[config.mk]
export PLATFORM = sky130hd
export DESIGN_NAME = pin_lock_guard
export DESIGN_NICKNAME = d
export VERILOG_FILES = /design/src/rtl/plg_pkg.sv /design/src/rtl/plg_addr_decode.sv /design/src/rtl/plg_arm_fsm.sv /design/src/rtl/plg_lock_store.sv /design/src/rtl/plg_write_gate.sv /design/src/rtl/pin_lock_guard.sv
export SDC_FILE = /design/constraint.sdc
export NUM_CORES = 1
export LEC_CHECK = 0
export ABC_CLOCK_PERIOD_IN_PS = 1800
export BUFFER_PORTS_ARGS = -buffer_cell sky130_fd_sc_hd__buf_2
export CORE_UTILIZATION = 41
export DETAILED_ROUTE_END_ITERATION = 8
export PLACE_DENSITY = 0.92
export REMOVE_ABC_BUFFERS = 1
export SYNTH_ARGS = -nofsm -noshare
export SYNTH_HDL_FRONTEND = slang
export SYNTH_SLANG_ARGS = --single-unit
[constraint.sdc]
create_clock -name clk -period 1.8 [get_ports clk]
set_input_delay 0.18 -clock clk [delete_from_list [all_inputs] [get_ports clk]]
set_output_delay 0.18 -clock clk [all_outputs]
set_load 0.1 [all_outputs]
[src/rtl/plg_pkg.sv]
package plg_pkg;

    // Address map of one bank (byte offsets)
    localparam int unsigned KEY_OFFSET       = 32'h520;
    localparam int unsigned LOCK_BASE_OFFSET = 32'h500;
    localparam int unsigned CTRL_BASE_OFFSET = 32'h100;

    // Key value that arms a bitmap update
    localparam logic [31:0] ARM_KEY = 32'h00A5_A501;

    typedef enum logic [0:0] {
        ARM_IDLE  = 1'b0,
        ARM_READY = 1'b1
    } arm_state_e;

endpackage

[src/rtl/plg_addr_decode.sv]
module plg_addr_decode
    import plg_pkg::*;
#(
    parameter int ADDR_W  = 12,
    parameter int DATA_W  = 32,
    parameter int PINS    = 32,
    parameter int BANK_ID = 1
) (
    input  logic [ADDR_W-1:0] addr,
    input  logic [DATA_W-1:0] wdata,
    output logic              hit_key,
    output logic              key_ok,
    output logic              hit_lock,
    output logic [PINS-1:0]   ctrl_sel
);

    localparam logic [ADDR_W-1:0] KEY_ADDR  = ADDR_W'(KEY_OFFSET);
    localparam logic [ADDR_W-1:0] LOCK_ADDR = ADDR_W'(LOCK_BASE_OFFSET + 4 * BANK_ID);
    localparam int                PIN_BASE  = BANK_ID * PINS;

    always_comb begin
        hit_key  = (addr == KEY_ADDR);
        hit_lock = (addr == LOCK_ADDR);
        key_ok   = (wdata == DATA_W'(ARM_KEY));
    end

    for (genvar g = 0; g < PINS; g++) begin : g_ctrl
        localparam logic [ADDR_W-1:0] PIN_ADDR =
            ADDR_W'(CTRL_BASE_OFFSET + 4 * (PIN_BASE + g));
        assign ctrl_sel[g] = (addr == PIN_ADDR);
    end

endmodule

[src/rtl/plg_arm_fsm.sv]
module plg_arm_fsm
    import plg_pkg::*;
(
    input  logic clk,
    input  logic rst_n,
    input  logic wr,
    input  logic hit_key,
    input  logic key_ok,
    input  logic hit_lock,
    output logic armed,
    output logic commit
);

    arm_state_e state_q;
    arm_state_e state_d;

    // State register
    always_ff @(posedge clk or negedge rst_n) begin
        if (!rst_n) begin
            state_q <= ARM_IDLE;
        end else begin
            state_q <= state_d;
        end
    end

    // Transitions: arm, commit, rearm, cancel
    always_comb begin
        state_d = state_q;
        unique case (state_q)
            ARM_IDLE: begin
                if (wr && hit_key && key_ok) begin
                    state_d = ARM_READY;
                end
            end
            ARM_READY: begin
                if (wr) begin
                    if (hit_key && key_ok) begin
                        state_d = ARM_READY;
                    end else begin
                        state_d = ARM_IDLE;
                    end
                end
            end
            default: state_d = ARM_IDLE;
        endcase
    end

    // Outputs
    always_comb begin
        armed  = 1'b0;
        commit = 1'b0;
        unique case (state_q)
            ARM_IDLE: begin
                armed = 1'b0;
            end
            ARM_READY: begin
                armed  = 1'b1;
                commit = wr && hit_lock;
            end
            default: begin
                armed = 1'b0;
            end
        endcase
    end

endmodule

[src/rtl/plg_lock_store.sv]
module plg_lock_store
    import plg_pkg::*;
#(
    parameter int ADDR_W  = 12,
    parameter int DATA_W  = 32,
    parameter int PINS    = 32,
    parameter int BANK_ID = 1
) (
    input  logic              clk,
    input  logic              rst_n,
    input  logic              commit,
    input  logic [PINS-1:0]   new_bits,
    input  logic [ADDR_W-1:0] rd_addr,
    output logic [DATA_W-1:0] rd_data,
    output logic [PINS-1:0]   lock_q
);

    localparam logic [ADDR_W-1:0] LOCK_ADDR = ADDR_W'(LOCK_BASE_OFFSET + 4 * BANK_ID);

    always_ff @(posedge clk or negedge rst_n) begin
        if (!rst_n) begin
            lock_q <= '1;
        end else if (commit) begin
            lock_q <= new_bits;
        end
    end

    always_comb begin
        rd_data = '0;
        if (rd_addr == LOCK_ADDR) begin
            rd_data[PINS-1:0] = lock_q;
        end
    end

endmodule

[src/rtl/plg_write_gate.sv]
module plg_write_gate #(
    parameter int PINS = 32
) (
    input  logic            wr,
    input  logic [PINS-1:0] ctrl_sel,
    input  logic [PINS-1:0] lock_q,
    output logic [PINS-1:0] allow,
    output logic [PINS-1:0] cfg_we
);

    for (genvar g = 0; g < PINS; g++) begin : g_pin
        assign allow[g]  = ~lock_q[g];
        assign cfg_we[g] = wr & ctrl_sel[g] & ~lock_q[g];
    end

endmodule

[src/rtl/pin_lock_guard.sv]
module pin_lock_guard
    import plg_pkg::*;
#(
    parameter int ADDR_W  = 12,
    parameter int DATA_W  = 32,
    parameter int PINS    = 32,
    parameter int BANK_ID = 1
) (
    input  logic              clk,
    input  logic              rst_n,
    input  logic              bus_wr,
    input  logic [ADDR_W-1:0] bus_addr,
    input  logic [DATA_W-1:0] bus_wdata,
    input  logic [ADDR_W-1:0] rd_addr,
    output logic [DATA_W-1:0] rd_data,
    output logic [PINS-1:0]   pin_wr_allow,
    output logic [PINS-1:0]   pin_cfg_we
);

    logic            hit_key;
    logic            key_ok;
    logic            hit_lock;
    logic [PINS-1:0] ctrl_sel;
    logic            armed;
    logic            commit;
    logic [PINS-1:0] lock_q;

    plg_addr_decode #(
        .ADDR_W (ADDR_W),
        .DATA_W (DATA_W),
        .PINS   (PINS),
        .BANK_ID(BANK_ID)
    ) u_dec (
        .addr    (bus_addr),
        .wdata   (bus_wdata),
        .hit_key (hit_key),
        .key_ok  (key_ok),
        .hit_lock(hit_lock),
        .ctrl_sel(ctrl_sel)
    );

    plg_arm_fsm u_fsm (
        .clk     (clk),
        .rst_n   (rst_n),
        .wr      (bus_wr),
        .hit_key (hit_key),
        .key_ok  (key_ok),
        .hit_lock(hit_lock),
        .armed   (armed),
        .commit  (commit)
    );

    plg_lock_store #(
        .ADDR_W (ADDR_W),
        .DATA_W (DATA_W),
        .PINS   (PINS),
        .BANK_ID(BANK_ID)
    ) u_store (
        .clk     (clk),
        .rst_n   (rst_n),
        .commit  (commit),
        .new_bits(bus_wdata[PINS-1:0]),
        .rd_addr (rd_addr),
        .rd_data (rd_data),
        .lock_q  (lock_q)
    );

    plg_write_gate #(
        .PINS(PINS)
    ) u_gate (
        .wr      (bus_wr),
        .ctrl_sel(ctrl_sel),
        .lock_q  (lock_q),
        .allow   (pin_wr_allow),
        .cfg_we  (pin_cfg_we)
    );

endmodule

### Word-level counts from Yosys, hierarchy flattened

Cells that the tools add are included.

* bits in registers: 33
* memories kept: 0
* RAM bits: 0
* latch bits: 0
* bits in read-only memories: 0
* bits of input ports: 59

* $mul: 0
* shift operators: 0
* bitwise gates (word level): 97
* eq/ne operators: 36
* mux-type cells: 6
* magnitude comparators: 0
* add/sub/neg operators: 0
* div/mod/pow operators: 0
* reductions and logical operators: 4

Operator list (number)
* $eq 12x9->1 const B: 32
* $and 1x1->1: 64
* $eq 12x11->1 const B: 3
* $not 1->1: 33
* $eq 32x24->1 const B: 1
* $mux 32: 1
* $logic_and 1x1->1: 4
* $mux 1: 4
* $pmux 1 s2: 1

### Logic depth before layout (Yosys ltp)

Gate-level depths: netlist of the first run.

* depth after elaboration: 5
* depth in mapped cells: 5

### Modules after synthesis

A second synthesis of the first run with hierarchy kept.

* cell total of the unflattened synthesis: 293
* area, all modules: 2937.8 sq um

Modules (own cells, without submodules)
* plg_lock_store: instances 1, area an instance 2072.0 sq um, cells each 154, seq. area each 840.8 sq um
* plg_write_gate: instances 1, area an instance 451.7 sq um, cells each 67, seq. area each 0.0 sq um
* plg_addr_decode: instances 1, area an instance 369.1 sq um, cells each 67, seq. area each 0.0 sq um
* plg_arm_fsm: instances 1, area an instance 45.0 sq um, cells each 5, seq. area each 25.0 sq um

### Least setup slack after synthesis of the first run

OpenSTA, ideal clock, no wires.

* kind: input-to-output
* start: in bus_addr[9]
* end: out pin_cfg_we[11]
* data arrival time: 3.242 ns
* path buffers: 2
* stages: 5
* data required time: 1.620 ns
* path slack: -1.622 ns
* cells stage by stage: nor4bb_1 -> clkbuf_1 -> or3b_1 -> clkbuf_1 -> nor3_1

* longest elaborated chain between the ends: 3

Ends and longest elaborated chain
* start: declaration: RTL line pin_lock_guard.sv:12 `input logic [ADDR_W-1:0] bus_addr,`
* $eq 12x9->1: RTL line plg_addr_decode.sv:30 `assign ctrl_sel[g] = (addr == PIN_ADDR);`
* $and 1x1->1 (2 in series): RTL line plg_write_gate.sv:13 `assign cfg_we[g] = wr & ctrl_sel[g] & ~lock_q[g];`
* end: declaration: RTL line pin_lock_guard.sv:17 `output logic [PINS-1:0] pin_cfg_we`

No other way between the ends.

### Worst setup path in the final report of the first run

* start: in bus_addr[0]
* end: out pin_cfg_we[5]

The elaborated chain is that of the path after synthesis.

==> results.tsv, run 1 <==
stage	metric	value	unit
finish	most frequent cells in the layout	buf_2 (85), buf_12 (65), and2_1 (33)	
grt	GR Overflow Total	0	
worst_setup_path	critical path class	in -> out	
routing	Wirelength per Cell	19.8	um
flow_run	Max-Cap Viols	0	
clocking	Clock H-tree levels	2	
clocking	clk buf depth	2	
worst_setup_path	Worst R2R End	u_store.lock_q[29]	
synth	Avg Cell Area, Syn	10.1	um2
power_and_ir_drop	P_leak	1.85	nW
timing	Hold Fails Final Rpt	0	
worst_setup_path	CP Launch Type	primary input	
synth	Yosys top cell by area	dfstp_2	
grt	GR Util All Layers	32.7	%
min_path	HP Class	in -> reg	
place	Placer Congestion	0.925	
power_and_ir_drop	Peak VDD IR	352	uV
timing	post-route minimum period	2.04	ns
outcome	failing checks	negative setup slack	
worst_setup_path	Reg2Reg Setup Slack	0.35	ns
timing	Worst-Margin Slew	0.734	ns
place	IO buf count	154	
timing	Max Slew Vio Count	0	
power_and_ir_drop	Total Power	1.46	mW
floorplan	initial core utilization	42.5	%
timing	setup TNS	-4.37	ns
worst_setup_path	worst path arrival time	1.86	ns
synth	Syn Inst Count	215	
routing	DRT Wirelength	9500	um
power_and_ir_drop	power per cell area	316	mW/mm2
worst_setup_path	peak fanout along the critical path	4	
synth	Synth cell types	29	
worst_setup_path	CP Data Required Time	1.62	ns
synth	ranking of synthesized cells by area	dfstp_2 (39%), mux2_2 (15%), and2_1 (9.5%)	
timing	max frequency	0.489	GHz
min_path	Hold Path Stages	2	
floorplan	width of the die	74.8	um
routing	DRC Markers	0	
routing	total iterations of the first detailed-routing run	4	
worst_setup_path	worst r2r src	u_fsm.state_q	
finish	share of cells above drive strength 1	72.0	%
grt	vias in the first global route	2535	
timing	final setup margin	-0.244	ns
place	post-detail-place hpwl	6840	um
timing	Clock Skews	0.00431	ns
clocking	clock root buffer	clkbuf_8	
floorplan	chip height	74.8	um
routing	via/cell ratio	5.27	
timing	final count of negative-setup-slack endpoints	32	
routing	Vias	2537	
timing	Post-Route Hold Slack	0.137	ns
synth	area fraction of the dominant cell type after synthesis	38.7	%
grt	first-pass GRT wire length	13000	um
synth	Synthesis Warnings	0	
min_path	HP Start	bus_wdata[26]	
worst_setup_path	worst reg-to-reg path cell count	4	
timing	RSZ-0062 raised after global routing	yes	
timing	fin crit share	114	%
synth	Post-Synthesis Cell Area	0.00217	mm2
grt	largest net degree at the start of global routing	34	
finish	layout net count	468	
floorplan	Die Footprint	0.00559	mm2
synth	FF+latch count, synth	33	
timing	slew margin rel.	51.1	%
finish	commonest non-fill, non-tap cell in the layout	buf_2	
clocking	CTS tree	done	
clocking	clk sinks	33	
floorplan	FP Rows	26	
floorplan	# IOs	155	
synth	Seq/Total Area, Yosys	39.9	%
clocking	clock latency on the worst-skew pair	0.28	ns
clocking	number of buffers created by CTS	5	
worst_setup_path	crit end category	primary output	
grt	initial antenna violation count	0	
finish	synthesis-to-finish area growth	112	%
clocking	Clock Pin Slew Worst Setup and Hold Paths	0.07	ns
routing	1st-iter DRT viols	84	
min_path	Hold Path End	u_store.lock_q[26]	
outcome	outcome	finished, violations left	
floorplan	core area	0.00511	mm2
routing	Final ANT Viol Nets	0	
[synth_stat cells, drive strengths merged]
| cell type | instances |
|---|---|
| nand4bb | 1 |
| dfrtp | 1 |
| or4b | 1 |
| buf | 5 |
| nand3b | 1 |
| inv | 32 |
| nor4 | 3 |
| nor3b | 2 |
| nand2b | 1 |
| nor2b | 3 |
| o41ai | 1 |
| nand4 | 3 |
| nand4b | 2 |
| nor4bb | 5 |
| or4 | 1 |
| clkbuf | 5 |
| or3b | 3 |
| nor4b | 5 |
| nor3 | 33 |
| nand3 | 3 |
| nand2 | 5 |
| and2 | 33 |
| dfstp | 32 |
| and3 | 1 |
| mux2 | 32 |
| nor2 | 1 |
[stage by stage]
stage               cell area [um2]  std cells  setup WS [ns]  util [%]
floorplan                      2100        205          -1.82         -
global placement               4210        467         -0.285      82.5
detailed placement             4210        467         -0.303      82.5
CTS                            4500        477         -0.230      88.1
global route                   4600        480         -0.268      90.0
finish                         4600        481         -0.244      90.0
[where the power goes]
| group | total [mW] | internal [mW] | switching [mW] |
|---|---|---|---|
| registers | 0.746 | 0.746 | 0 |
| logic | 0.179 | 0.0857 | 0.0935 |
| clock network | 0.530 | 0.274 | 0.256 |
| total | 1.46 | 1.11 | 0.349 |
[critical path, stage by stage]
cell and delay (ns):
buf_6 0.10, buf_4 0.14, nor4b_2 0.37, buf_4 0.19
nand3b_1 0.13, buf_4 0.19, nor3_1 0.23, buf_4 0.17
buf_12 0.16
[per-layer routing]
metal	GRT usage [%]	part of all wire, %	vias to the layer above
li1	-	-	1130
met1	32.7	33	1232
met2	61.9	57	149
met3	8.30	6.7	26
met4	17.0	3.3	0
met5	0	0	-
[logic make-up (layout without fill, tap and decap cells)]
group                  count (synthesis)  after routing  synth area share, %
other                                  0              1                    0
muxes                                 32             32                 16.6
and+or+nand+nor                      107            107                 34.1
buffers and inverters                 42            237                 8.99
DFF                                   33             33                 39.9
AOI/OAI and AO/OA                      1              1                0.404
[area by class of cell]
cell class	instances	area (um2)
Antenna cell	1	2.50
Inverter	32	120
Tap cell	70	87.6
Multi-Input combinational cell	140	1300
Clock buffer	8	80.1
Sequential cell	33	866
Timing Repair Buffer	197	2140
Fill cell	225	509
[flip-flops by register name, indices dropped and copies added, names as in the netlist]
| signal | count |
|---|---|
| u_fsm.state_q | 1 |
| u_store.lock_q | 32 |
[how the worst max path moves through the flow]
stage | startpoint | endpoint | slack [ns] | cells after the start
6_report | bus_addr[0] | pin_cfg_we[5] | -0.24 | 9
2_1_floorplan | bus_addr[8] | pin_cfg_we[11] | -1.82 | 3
3_5_place_dp | bus_addr[1] | pin_cfg_we[10] | -0.30 | 6
3_3_place_gp | bus_addr[1] | pin_cfg_we[30] | -0.28 | 6
4_1_cts | bus_addr[0] | pin_cfg_we[4] | -0.23 | 6
5_1_grt | bus_addr[3] | pin_cfg_we[10] | -0.27 | 6
[repair_timing]
| item | in CTS | in global routing |
|---|---|---|
| buffers inserted | 1 | 4 |
| pin swaps | 9 | 15 |
| hold buffers | 1 | 0 |
| hold endpoints to repair | 1 | 0 |
| gates resized for setup | 36 | 19 |
| endpoints found under the setup margin | 32 | 32 |
Note: power is estimated with default switching activity, not from simulation.
==> run 2: changes to the inputs <==
ABC_AREA = 1   (was not set)
==> run 2 against run 1 <==
Compared with the run above: the run now ends clean; clock-buffer cell count down 1; largest power group unchanged; sequential share of layout area is 1.6 points higher; flip-flop and latch count is the same; via count rose by 19%; sequential power is essentially flat; worst hold slack worse by 0.038 ns; clock skew fell by 0.0019 ns.
==> results.tsv, run 2 <==
stage	metric	value	unit
place	Placer Congestion	0.876	
finish	layout net count	567	
timing	fin crit share	95.7	%
min_path	Hold Path Stages	3	
clocking	clk sinks	33	
worst_setup_path	crit end category	primary output	
worst_setup_path	Reg2Reg Setup Slack	0.57	ns
clocking	Clock Pin Slew Worst Setup and Hold Paths	0.07	ns
routing	Final ANT Viol Nets	0	
worst_setup_path	peak fanout along the critical path	5	
synth	ys flop type	dfstp_2	
finish	Finished Layout Cells	579	
timing	final count of negative-setup-slack endpoints	0	
synth	Seq/Total Area, Yosys	39.6	%
finish	commonest non-fill, non-tap cell in the layout	nand2_1	
timing	Clock Skews	0.00242	ns
grt	initial antenna violation count	0	
floorplan	FP Rows	26	
synth	Synth cell types	17	
power_and_ir_drop	Peak VDD IR	506	uV
floorplan	# IOs	155	
synth	Yosys top cell by area	dfstp_2	
finish	diode count	0	
timing	slew margin rel.	49.3	%
worst_setup_path	CP Launch Type	primary input	
place	Placed Instances	570	
worst_setup_path	critical path class	in -> out	
clocking	Clock H-tree levels	2	
synth	area fraction of the dominant cell type after synthesis	38.5	%
clocking	clock root buffer	clkbuf_8	
clocking	clk buf depth	2	
grt	GR Overflow Total	0	
min_path	HP Class	in -> reg	
synth	Post-Synthesis Cell Area	0.00219	mm2
synth	Avg Cell Area, Syn	6.54	um2
floorplan	Die Footprint	0.00563	mm2
timing	Hold Fails Final Rpt	0	
worst_setup_path	worst path arrival time	1.54	ns
place	IO buf count	154	
timing	Max Slew Vio Count	0	
finish	Top reg by flops	u_store.lock_q	
routing	1st-iter DRT viols	148	
worst_setup_path	worst r2r src	u_fsm.state_q	
min_path	HP Start	bus_wdata[6]	
finish	Largest register FFs	32	
routing	total iterations of the first detailed-routing run	6	
timing	RSZ-0062 raised after global routing	no	
finish	Core Util, Final	83.1	%
synth	ys async rst share	100	%
synth	FF+latch count, synth	33	
finish	share of cells above drive strength 1	45.0	%
timing	Worst-Margin Slew	0.760	ns
worst_setup_path	Worst R2R End	u_store.lock_q[3]	
synth	top-count cell post-synth	nand2_1	
power_and_ir_drop	Total Power	1.55	mW
timing	final setup margin	0.0770	ns
flow_run	Max-Cap Viols	0	
routing	DRT Wirelength	9100	um
min_path	Hold Path End	u_store.lock_q[6]	
power_and_ir_drop	P_leak	1.87	nW
clocking	post-CTS setup buffers	0	
place	post-detail-place hpwl	7060	um
routing	DRC Markers	0	
synth	ranking of synthesized cells by area	dfstp_2 (38%), nand2_1 (16%), nor2_1 (10%)	
clocking	clock latency on the worst-skew pair	0.29	ns
finish	synthesis-to-finish area growth	94.3	%
routing	Wirelength per Cell	15.7	um
floorplan	initial core utilization	42.8	%
synth	Post-synth EDFFs	0	
grt	first-pass GRT wire length	13200	um
place	worst slack, placed	0.0197	ns
timing	post-route minimum period	1.72	ns
grt	vias in the first global route	2824	
worst_setup_path	CP Data Required Time	1.62	ns
floorplan	chip height	75.0	um
power_and_ir_drop	power per cell area	364	mW/mm2
floorplan	width of the die	75.0	um
timing	max frequency	0.580	GHz
synth	Synthesis Warnings	0	
synth	Syn Inst Count	334	
floorplan	core area	0.00511	mm2
clocking	number of buffers created by CTS	5	
place	area of placed instances	0.00413	mm2
routing	Vias	3016	
clocking	CTS tree	done	
grt	largest net degree at the start of global routing	34	
routing	via/cell ratio	5.21	
outcome	outcome	complete, no violations	
finish	most frequent cells in the layout	nand2_1 (94), buf_2 (90), buf_12 (65), nor2_1 (60), inv_1 (49)	
finish	# fillers	327	
grt	GR Util All Layers	32.1	%
finish	Final Cell Area	0.00425	mm2
worst_setup_path	worst reg-to-reg path cell count	6	
finish	Regs by FF count	u_store.lock_q (32), u_fsm.state_q (1)	
synth	Commonest cells post-synth	nand2_1 (94), nor2_1 (60), inv_1 (49)	
==> run 2: logic make-up after synthesis <==
family,count (synthesis),share of synthesized area [%]
buf+inv,67,12.9
flops,33,39.6
simple gates,234,47.5
==> run 2: repair_timing <==
item	CTS	global route
hold buffers	1	0
resized for setup	0	1
endpoints found under the setup margin	0	1
endpoints found under the hold margin	1	0
==> run 2: layer usage <==
layer	up-vias	wire length, um	global-route usage, %
met5	-	0	0
met4	0	205	13.0
met3	20	745	8.70
met2	194	4780	59.8
met1	1411	3370	34.1
li1	1391	-	-
==> run 2: metrics by stage <==
step                setup TNS [ns]  hold WS, ns
floorplan                   -84.52       -0.116
global placement                 0        0.258
detailed placement               0        0.275
CTS                              0       0.0947
global route                     0        0.100
finish                           0       0.0983
==> run 2: final cells by class <==
class / instances / area, um2 / area share [%]
Timing Repair Buffer: 181 / 1950 / 45.9
Multi-Input combinational cell: 234 / 1040 / 24.6
Sequential cell: 33 / 866 / 20.4
Inverter: 53 / 199 / 4.68
Clock buffer: 7 / 96.3 / 2.27
Tap cell: 70 / 87.6 / 2.06
Clock inverter: 1 / 5.00 / 0.118
==> run 2: how the worst max path moves through the flow <==
stage                           start        endpoint  slack (ns)  cells past startpoint
after floorplan           bus_addr[8]  pin_cfg_we[10]       -2.11                      4
after global placement    bus_addr[1]  pin_cfg_we[30]        0.02                      7
after detailed placement  bus_addr[1]   pin_cfg_we[6]        0.02                      7
after CTS                 bus_addr[1]   pin_cfg_we[6]       0.001                      7
after global routing      bus_addr[8]  pin_cfg_we[14]        0.01                      7
final                     bus_addr[1]   pin_cfg_we[6]        0.08                      7
==> run 2: critical path: stages <==
cell	delay (ns)
buf_2	0.12
nor2_4	0.17
nand3_2	0.17
buf_4	0.21
nor4_1	0.34
buf_4	0.19
buf_12	0.16
==> run 2: power by group <==
part	leakage [nW]	switching (mW)	internal (mW)
Clock	0.0542	0.281	0.345
Sequential	0.344	0.00000000000000226	0.745
Combinational	1.47	0.107	0.0678
